## src/rtl/hfadc_pkg.sv

```systemverilog
package hfadc_pkg;

    typedef enum logic [2:0] {
        S_IDLE,
        S_TRACK,
        S_HI_FLASH,
        S_LO_FLASH,
        S_WAIT_INT,
        S_DONE
    } hfadc_state_e;

    localparam int unsigned STROBE_W = 4;
    localparam int unsigned IDX_WR   = 0;
    localparam int unsigned IDX_RD   = 1;
    localparam int unsigned IDX_CS   = 2;
    localparam int unsigned IDX_MODE = 3;

endpackage

```

## src/rtl/hfadc_sync.sv

```systemverilog
module hfadc_sync #(
    parameter int unsigned W       = 4,
    parameter int unsigned STAGES  = 2,
    parameter logic [W-1:0] RST_VAL = '0
) (
    input  logic         clk,
    input  logic         rst_n,
    input  logic [W-1:0] async_i,
    output logic [W-1:0] lvl_o,
    output logic [W-1:0] fall_o,
    output logic [W-1:0] rise_o
);

    logic [STAGES-1:0][W-1:0] stage_q;
    logic [W-1:0]             prev_q;

    always_ff @(posedge clk or negedge rst_n) begin
        if (!rst_n) begin
            stage_q <= {STAGES{RST_VAL}};
            prev_q  <= RST_VAL;
        end else begin
            stage_q[0] <= async_i;
            for (int s = 1; s < STAGES; s++) begin
                stage_q[s] <= stage_q[s-1];
            end
            prev_q <= stage_q[STAGES-1];
        end
    end

    assign lvl_o  = stage_q[STAGES-1];
    assign fall_o = prev_q & ~lvl_o;
    assign rise_o = ~prev_q & lvl_o;

endmodule

```

## src/rtl/hfadc_twostep.sv

```systemverilog
module hfadc_twostep #(
    parameter int unsigned RES_W = 8
) (
    input  logic             clk,
    input  logic             rst_n,
    input  logic             load_i,
    input  logic             step_hi_i,
    input  logic             step_lo_i,
    input  logic [RES_W-1:0] sample_i,
    output logic [RES_W-1:0] result_o
);

    localparam int unsigned HI_W = RES_W / 2;
    localparam int unsigned LO_W = RES_W - HI_W;

    logic [RES_W-1:0] held_q;
    logic [HI_W-1:0]  hi_q;
    logic [LO_W-1:0]  lo_q;
    logic [RES_W-1:0] residue;
    logic [LO_W-1:0]  lo_flash;

    // fine pass works on what the coarse code leaves behind
    assign residue  = held_q - {hi_q, {LO_W{1'b0}}};
    assign lo_flash = residue[LO_W-1:0];

    always_ff @(posedge clk or negedge rst_n) begin
        if (!rst_n) begin
            held_q <= '0;
            hi_q   <= '0;
            lo_q   <= '0;
        end else if (load_i) begin
            held_q <= sample_i;
            hi_q   <= '0;
            lo_q   <= '0;
        end else begin
            if (step_hi_i) hi_q <= held_q[RES_W-1 -: HI_W];
            if (step_lo_i) lo_q <= lo_flash;
        end
    end

    assign result_o = {hi_q, (step_lo_i ? lo_flash : lo_q)};

    p_residue_fits_r5: assert property (@(posedge clk) disable iff (!rst_n)
        step_lo_i |-> ((residue >> LO_W) == '0));

endmodule

```

## src/rtl/hfadc_ctrl.sv

```systemverilog
module hfadc_ctrl
    import hfadc_pkg::*;
#(
    parameter int unsigned RES_W   = 8,
    parameter int unsigned HI_CYC  = 3,
    parameter int unsigned LO_CYC  = 3,
    parameter int unsigned INT_CYC = 10,
    parameter int unsigned GAP_CYC = 4
) (
    input  logic             clk,
    input  logic             rst_n,
    input  logic             mode_wrrd,
    input  logic             cs_n,
    input  logic             rd_n,
    input  logic             strobe_wr_n,
    input  logic [RES_W-1:0] sample_i,
    output logic             int_n,
    output logic             rdy_pull_low,
    output logic             ovf,
    output logic             data_oe,
    output logic [RES_W-1:0] data_o
);

    localparam int unsigned CONV_CYC = HI_CYC + LO_CYC;
    localparam int unsigned CNT_W    = $clog2(INT_CYC + 2);
    localparam int unsigned GAP_W    = $clog2(GAP_CYC + 2);

    hfadc_state_e         state_q, state_d;
    logic [STROBE_W-1:0]  s_lvl, s_fall, s_rise;
    logic                 s_mode, cs_lvl;
    logic                 wr_start, rd_start, start_ok;
    logic                 load, step_hi, step_lo, latch, clr_int, clr_ovf;
    logic [CNT_W-1:0]     cnt_q;
    logic [GAP_W-1:0]     gap_q;
    logic [RES_W-1:0]     result_w, out_q;
    logic                 unused_edges;

    hfadc_sync #(
        .W      (STROBE_W),
        .STAGES (2),
        .RST_VAL(4'b0111)
    ) u_sync (
        .clk    (clk),
        .rst_n  (rst_n),
        .async_i({mode_wrrd, cs_n, rd_n, strobe_wr_n}),
        .lvl_o  (s_lvl),
        .fall_o (s_fall),
        .rise_o (s_rise)
    );

    assign s_mode       = s_lvl[IDX_MODE];
    assign cs_lvl       = s_lvl[IDX_CS];
    assign unused_edges = ^{s_fall[IDX_MODE], s_rise[IDX_MODE], s_lvl[IDX_RD], s_lvl[IDX_WR]};

    assign start_ok = (gap_q == '0) && !cs_lvl;
    assign wr_start = start_ok && s_mode && s_fall[IDX_WR];
    assign rd_start = start_ok && !s_mode && s_fall[IDX_RD];

    hfadc_twostep #(
        .RES_W(RES_W)
    ) u_twostep (
        .clk      (clk),
        .rst_n    (rst_n),
        .load_i   (load),
        .step_hi_i(step_hi),
        .step_lo_i(step_lo),
        .sample_i (sample_i),
        .result_o (result_w)
    );

    // state register
    always_ff @(posedge clk or negedge rst_n) begin
        if (!rst_n) state_q <= S_IDLE;
        else        state_q <= state_d;
    end

    // transitions and control strobes
    always_comb begin
        state_d = state_q;
        load    = 1'b0;
        step_hi = 1'b0;
        step_lo = 1'b0;
        latch   = 1'b0;
        clr_int = 1'b0;
        clr_ovf = 1'b0;
        unique case (state_q)
            S_IDLE, S_DONE: begin
                if (wr_start) begin
                    state_d = S_TRACK;
                    clr_int = 1'b1;
                    clr_ovf = 1'b1;
                end else if (rd_start) begin
                    state_d = S_HI_FLASH;
                    load    = 1'b1;
                    clr_int = 1'b1;
                    clr_ovf = 1'b1;
                end else if (state_q == S_DONE && (s_rise[IDX_RD] || s_rise[IDX_CS])) begin
                    state_d = S_IDLE;
                    clr_int = 1'b1;
                end
            end
            S_TRACK: begin
                if (s_rise[IDX_WR]) begin
                    state_d = S_HI_FLASH;
                    load    = 1'b1;
                end
            end
            S_HI_FLASH: begin
                if (cnt_q == CNT_W'(HI_CYC)) begin
                    state_d = S_LO_FLASH;
                    step_hi = 1'b1;
                end
            end
            S_LO_FLASH: begin
                if (cnt_q == CNT_W'(CONV_CYC)) begin
                    step_lo = 1'b1;
                    if (s_mode) begin
                        state_d = S_WAIT_INT;
                    end else begin
                        state_d = S_DONE;
                        latch   = 1'b1;
                    end
                end
            end
            S_WAIT_INT: begin
                if (cnt_q == CNT_W'(INT_CYC) || (s_fall[IDX_RD] && !cs_lvl)) begin
                    state_d = S_DONE;
                    latch   = 1'b1;
                end
            end
            default: state_d = S_IDLE;
        endcase
    end

    // registered outputs and counters
    always_ff @(posedge clk or negedge rst_n) begin
        if (!rst_n) begin
            cnt_q        <= '0;
            gap_q        <= '0;
            int_n        <= 1'b1;
            ovf          <= 1'b0;
            out_q        <= '0;
            rdy_pull_low <= 1'b0;
        end else begin
            if (load) begin
                cnt_q <= CNT_W'(1);
            end else if (state_q inside {S_HI_FLASH, S_LO_FLASH, S_WAIT_INT}) begin
                cnt_q <= cnt_q + 1'b1;
            end

            if (latch)             gap_q <= GAP_W'(GAP_CYC);
            else if (gap_q != '0)  gap_q <= gap_q - 1'b1;

            if (latch)        int_n <= 1'b0;
            else if (clr_int) int_n <= 1'b1;

            if (latch)        ovf <= (result_w == {RES_W{1'b1}});
            else if (clr_ovf) ovf <= 1'b0;

            if (latch) out_q <= result_w;

            if (s_mode || s_rise[IDX_CS] || latch) rdy_pull_low <= 1'b0;
            else if (s_fall[IDX_CS])               rdy_pull_low <= 1'b1;
        end
    end

    assign data_oe = !cs_n && !rd_n;
    assign data_o  = data_oe ? out_q : '0;

    p_int_in_done_r6: assert property (@(posedge clk) disable iff (!rst_n)
        !int_n |-> (state_q == S_DONE));

    p_ovf_clear_busy_r12: assert property (@(posedge clk) disable iff (!rst_n)
        (state_q inside {S_TRACK, S_HI_FLASH, S_LO_FLASH, S_WAIT_INT}) |-> !ovf);

    p_rdy_rdmode_r10: assert property (@(posedge clk) disable iff (!rst_n)
        rdy_pull_low |-> $past(!s_mode));

    p_lo_after_hi_r5: assert property (@(posedge clk) disable iff (!rst_n)
        (state_q == S_LO_FLASH) |-> (cnt_q > CNT_W'(HI_CYC)));

    p_bus_steady_r3: assert property (@(posedge clk) disable iff (!rst_n)
        (data_oe && $past(data_oe) && !$past(latch)) |-> $stable(data_o));

endmodule

```

## config.mk

```make
export PLATFORM = sky130hd
export DESIGN_NAME = hfadc_ctrl
export DESIGN_NICKNAME = d
export VERILOG_FILES = /design/src/rtl/hfadc_pkg.sv /design/src/rtl/hfadc_sync.sv /design/src/rtl/hfadc_twostep.sv /design/src/rtl/hfadc_ctrl.sv
export SDC_FILE = /design/constraint.sdc
export NUM_CORES = 1
export LEC_CHECK = 0
export BUFFER_PORTS_ARGS = -buffer_cell sky130_fd_sc_hd__buf_2
export CAP_MARGIN = 10
export CORE_AREA = 2 2 66 68
export CTS_CLUSTER_DIAMETER = 80
export DETAILED_ROUTE_END_ITERATION = 6
export DIE_AREA = 0 0 68 70
export HOLD_SLACK_MARGIN = 0.12
export PLACE_DENSITY_LB_ADDON = 0.3
export SYNTH_ARGS = -nofsm -noshare
export SYNTH_HDL_FRONTEND = slang
export SYNTH_SLANG_ARGS = --single-unit
export TNS_END_PERCENT = 50
```

## constraint.sdc

```tcl
create_clock -name clk -period 2.5 [get_ports clk]
set_input_delay 0.25 -clock clk [delete_from_list [all_inputs] [get_ports clk]]
set_output_delay 0.25 -clock clk [all_outputs]
set_load 0.02 [all_outputs]
```

# After elaboration in Yosys (flattened, before gate mapping)
# Index checks and enable logic that the tools add are counted.
# classes
add_sub_neg	3
n_eq_ne	14
muxes	42
bitwise	4
reduce_logical	28
# op_table
op	n
3-bit 2-to-1 mux	9
4-bit 2-to-1 mux	6
1-bit 2-to-1 mux	23
3-bit one-hot mux with 5 select lines	1
2-bit nonzero test	6
8-bit == test (second input constant)	1
1-bit logical AND	8
8-bit 2-to-1 mux	1
2-bit inequality test (second input constant)	4
3-bit AND	2
3-bit by 2-bit == test with 1-bit output (second input constant)	2
3-bit == test (second input constant)	2
3-bit zero test	2
3-bit NOT	2
3-bit nonzero test	2
5-bit AND reduction	1
4-bit by 1-bit adder with 4-bit output (second input constant)	1
4-bit by 2-bit == test with 1-bit output (second input constant)	1
4-bit by 3-bit == test with 1-bit output (second input constant)	1
4-bit == test (second input constant)	1
1-bit zero test	4
1-bit logical OR	4
4-bit inequality test (second input constant)	1
1-bit one-hot mux with 2 select lines	2
4 further kinds	4
# totals
reg_bits	48
inputBits	14
output_inout_bits	12
elab_cells	104

# Longest topological paths before layout
# depth
word_depth	10
depth_mapped	9
ltp_nobuf	7

# Modules after synthesis
# A second synthesis with hierarchy kept.
# hier_totals
cells_unflattened	198
hier_area_um2	2434.8
# by_module_without_submodules
mod	n_inst	cells_per_inst	area_per_inst_um2	seq_area_each_um2
hfadc_ctrl	1	131	1335.0	526.8
hfadc_twostep	1	43	688.2	400.4
hfadc_sync	1	24	411.6	311.5

# Worst setup path before layout
# OpenSTA, ideal clock, no wires.
# synth_path
path_kind	reg-to-reg
startpoint	register u_sync.prev_q[1]
endpoint	register u_twostep.held_q[6]
arrival_time_ns	1.912
path_slack_ns	0.463
stages_incl_launch_ff	7
path_buffers	1
period_less_slack_ns	2.037
path_cell_list	dfstp_2 > or3b_4 > nor4_2 > o21ai_1 > a21oi_4 > buf_6 > mux2_4
# synth_via
elab_chain_len	5
# synth_rtl
element	line_no	source
start: declaration	hfadc_sync.sv:15	logic [W-1:0] prev_q;
start signal: assignment	hfadc_sync.sv:26	prev_q <= stage_q[STAGES-1];
3-bit AND	hfadc_sync.sv:31	assign fall_o = prev_q & ~lvl_o;
1-bit logical AND	hfadc_ctrl.sv:57	assign rd_start = start_ok && !s_mode && s_fall[IDX_RD];
1-bit 2-to-1 mux	hfadc_ctrl.sv:92	end else if (rd_start) begin
1-bit 2-to-1 mux	hfadc_ctrl.sv:88	if (wr_start) begin
1-bit one-hot mux with 2 select lines	hfadc_ctrl.sv:86	unique case (state_q)
end signal: assignment	hfadc_twostep.sv:32	held_q <= sample_i;
end: declaration	hfadc_twostep.sv:16	logic [RES_W-1:0] held_q;
# Every way passes these cells.
# A chain may end at the register's enable or synchronous reset.

# Worst setup path after layout
# layout_path
startpoint	register u_sync.prev_q[1]
endpoint	register u_twostep.held_q[4]
# Same word-level chain as after synthesis.

==> out/results.ini <==
[placement]
hpwlAfterDp_mm=3.03
io_buffer_count=25
finalWeightedCongestion=0.826
place_ws_ps=323
placed_area_um2=2420

[worst_setup_path]
crit_buf_inv=0
cp-end-kind=flop
critPathLaunchType=flop
cp_max_fo=11
slowest_delay_ps=530
path_class=flop to flop
crit_family=simple AND/OR/NAND/NOR gates
path_cells=or3b_4 -> nor4_2 -> o21ai_1 -> a21oi_4 -> mux2_2
worstPathArrival_ps=2380
cp.required_ps=2690
cpMaxStageDelayCell=dfstp_2

[sta]
worst_pin_slew_ps=646
rsz0062_at_grt=false
setup_viol=0
slew_headroom_pct=56.6
setup_tns_ps=0
clock_skew_ps=8.77
min_period_ps=2190
fin_ws_ps=310
fmax_mhz=457
hold_violations=0
period_share_pct=87.6
drv_slew=0

[run_status]
status=finished, final reports clean

[detailed_routing]
detail_route.wirelength_mm=3.99
drc=0
final_antenna_net_count=0
firstDrtPassIters=4
wl_per_cell_um=14.1
viasPerCell=5.33
drtIter0Drc=103
vias=1507

[logic_synthesis]
synth-seq-cells=48
synth_top_area_share_pct=43.1
synth_warnings=0
async_flop_share_pct=100
synthTopCellsByArea=dfrtp_1 (43%), dfstp_2 (12%), mux2_2 (5.6%)
synth_ff_type=dfrtp_1
syn_avg_cell_area_um2=11.6
synth.distinct_cells=51
synth_edf_count=0
netlist_area_um2=2210
yosys.area.top_type=dfrtp_1
yosysSeqAreaShare_pct=55.0
syn-num-nets=209
syn_inst=191

[cts]
clock_latency_ps=300
htreeDepth=2
numCtsBuffers=5
cts-root-buf=clkbuf_8
clk_pin_slew_ps=90
tritoncts=built
cts_sinks=48
cts_resized=0
clk_path_buf_depth=2

[worst_hold_path]
min_path_type=primary input to flop

[floorplanning]
start_util_pct=53.3
die_h_um=70
die_w_um=68
pin_count=26
core-area_um2=4140
row_count=24
fp.dieArea_um2=4760

[grt]
first_global_vias=1476
grt_max_degree=20
grtUsageTotal_pct=19.0
globalRoute.totalOverflow=0
grt_pass1_wl_mm=6.63
antenna_found_initial=0

[final_layout]
n_antenna_cell=0
layout.nets=248
drive_gt1_share_pct=32.0
final_cell_mix=dfrtp_1 (38), buf_2 (25), nor2_1 (18)
area_delta_synth_final_pct=16.2
fin_area_um2=2560
final_common_cell=dfrtp_1

[power_and_ir_drop]
power_density_nw_per_um2=776
leakagePower_uw=0.00122
ir_worst_vdd_mv=0.479

[flow_run]
cap_violations=0

==> sequential cells by signal (all words and copies together) (netlist names) <==
name and cells:
cnt_q 4, gap_q 3, int_n 1, out_q 8, ovf 1, rdy_pull_low 1, state_q 3, u_sync.lvl_o 4
u_sync.prev_q 3, u_sync.stage_q 4, u_twostep.held_q 8, u_twostep.hi_q 4, u_twostep.lo_q 4
==> synthesized netlist by cell type, types with 2 or more instances <==
cell / instances
nand2_1: 12
a21oi_1: 6
mux2i_1: 6
nor2b_1: 2
a211o_1: 2
nand2b_1: 4
a211oi_1: 2
mux2_4: 2
inv_1: 10
o21ai_0: 10
nor2_1: 18
nand3_1: 2
xor2_1: 2
buf_4: 2
or3b_2: 2
nor4_1: 3
dfrtp_1: 38
dfstp_2: 10
and2_1: 10
ha_1: 4
xnor2_1: 2
mux2_2: 11
nand4_1: 3
==> worst paths after layout <==
| check | startpoint | end | slack, ps | cells after the start |
|---|---|---|---|---|
| max | u_sync.prev_q[1] | u_twostep.held_q[4] | 310 | 5 |
| min | sample_i[3] | u_twostep.held_q[3] | 170 | 2 |
| max reg2reg | u_sync.prev_q[1] | u_twostep.held_q[4] | 310 | 5 |
| min reg2reg | u_sync.stage_q[3] | u_sync.lvl_o[3] | 350 | 0 |
| max in group asynchronous | rst_n | u_sync.prev_q[1] | 1480 | 3 |
| min in group asynchronous | rst_n | u_twostep.lo_q[1] | 390 | 2 |
==> layout make-up <==
cell class                      instances  area (um2)
Tap cell                               52        65.1
Clock buffer                            6        82.6
Multi-Input combinational cell        127         916
Clock inverter                          2        15.0
Inverter                               10        37.5
Timing Repair Buffer                   38         235
Sequential cell                        48        1210
Fill cell                             366        1580
==> kinds of logic (layout without fill, tap and decap cells) <==
kind of cell / after synthesis / after routing / share of synthesized area, %
xor+xnor: 4 / 4 / 1.59
fa+ha+maj: 5 / 5 / 2.72
simple gates: 66 / 66 / 17.0
mux: 19 / 19 / 9.69
compound gates: 33 / 33 / 10.5
buf+inv: 16 / 56 / 3.51
flops: 48 / 48 / 55.0
==> routing by layer <==
layer	up-vias	share of wire [%]	track usage, %
li1	743	-	-
met1	744	46	23.5
met2	15	51	30.6
met3	5	2.4	6.76
met4	0	1.1	6.00
met5	-	0	0
==> metrics by stage <==
step | power (uW) | hold WS, ps | utilization, % | std cells
5_1_grt | 2130 | 152 | 61.9 | 283
3_5_place_dp | 1530 | 187 | 58.3 | 270
4_1_cts | 2010 | 165 | 61.9 | 283
3_3_place_gp | 1500 | 184 | 58.3 | 270
6_report | 1990 | 173 | 61.9 | 283
2_1_floorplan | 1400 | -45.6 | - | 191
==> where the power goes <==
part | switching (uW) | total (uW) | internal, uW
clock | 253 | 477 | 224
combinational | 228 | 460 | 232
sequential | 120 | 1050 | 934
==> worst reg2reg max path, cell delays in order, from the launching register on <==
cell,delay [ps]
dfstp_2,530
or3b_4,410
nor4_2,240
o21ai_1,140
a21oi_4,380
mux2_2,380
==> repair_timing <==
item / CTS / global route
hold buffers: 5 / 0
hold endpoints to repair: 19 / 0
setup buffers: 0 / 0
Power figures use the tool's default switching activity.
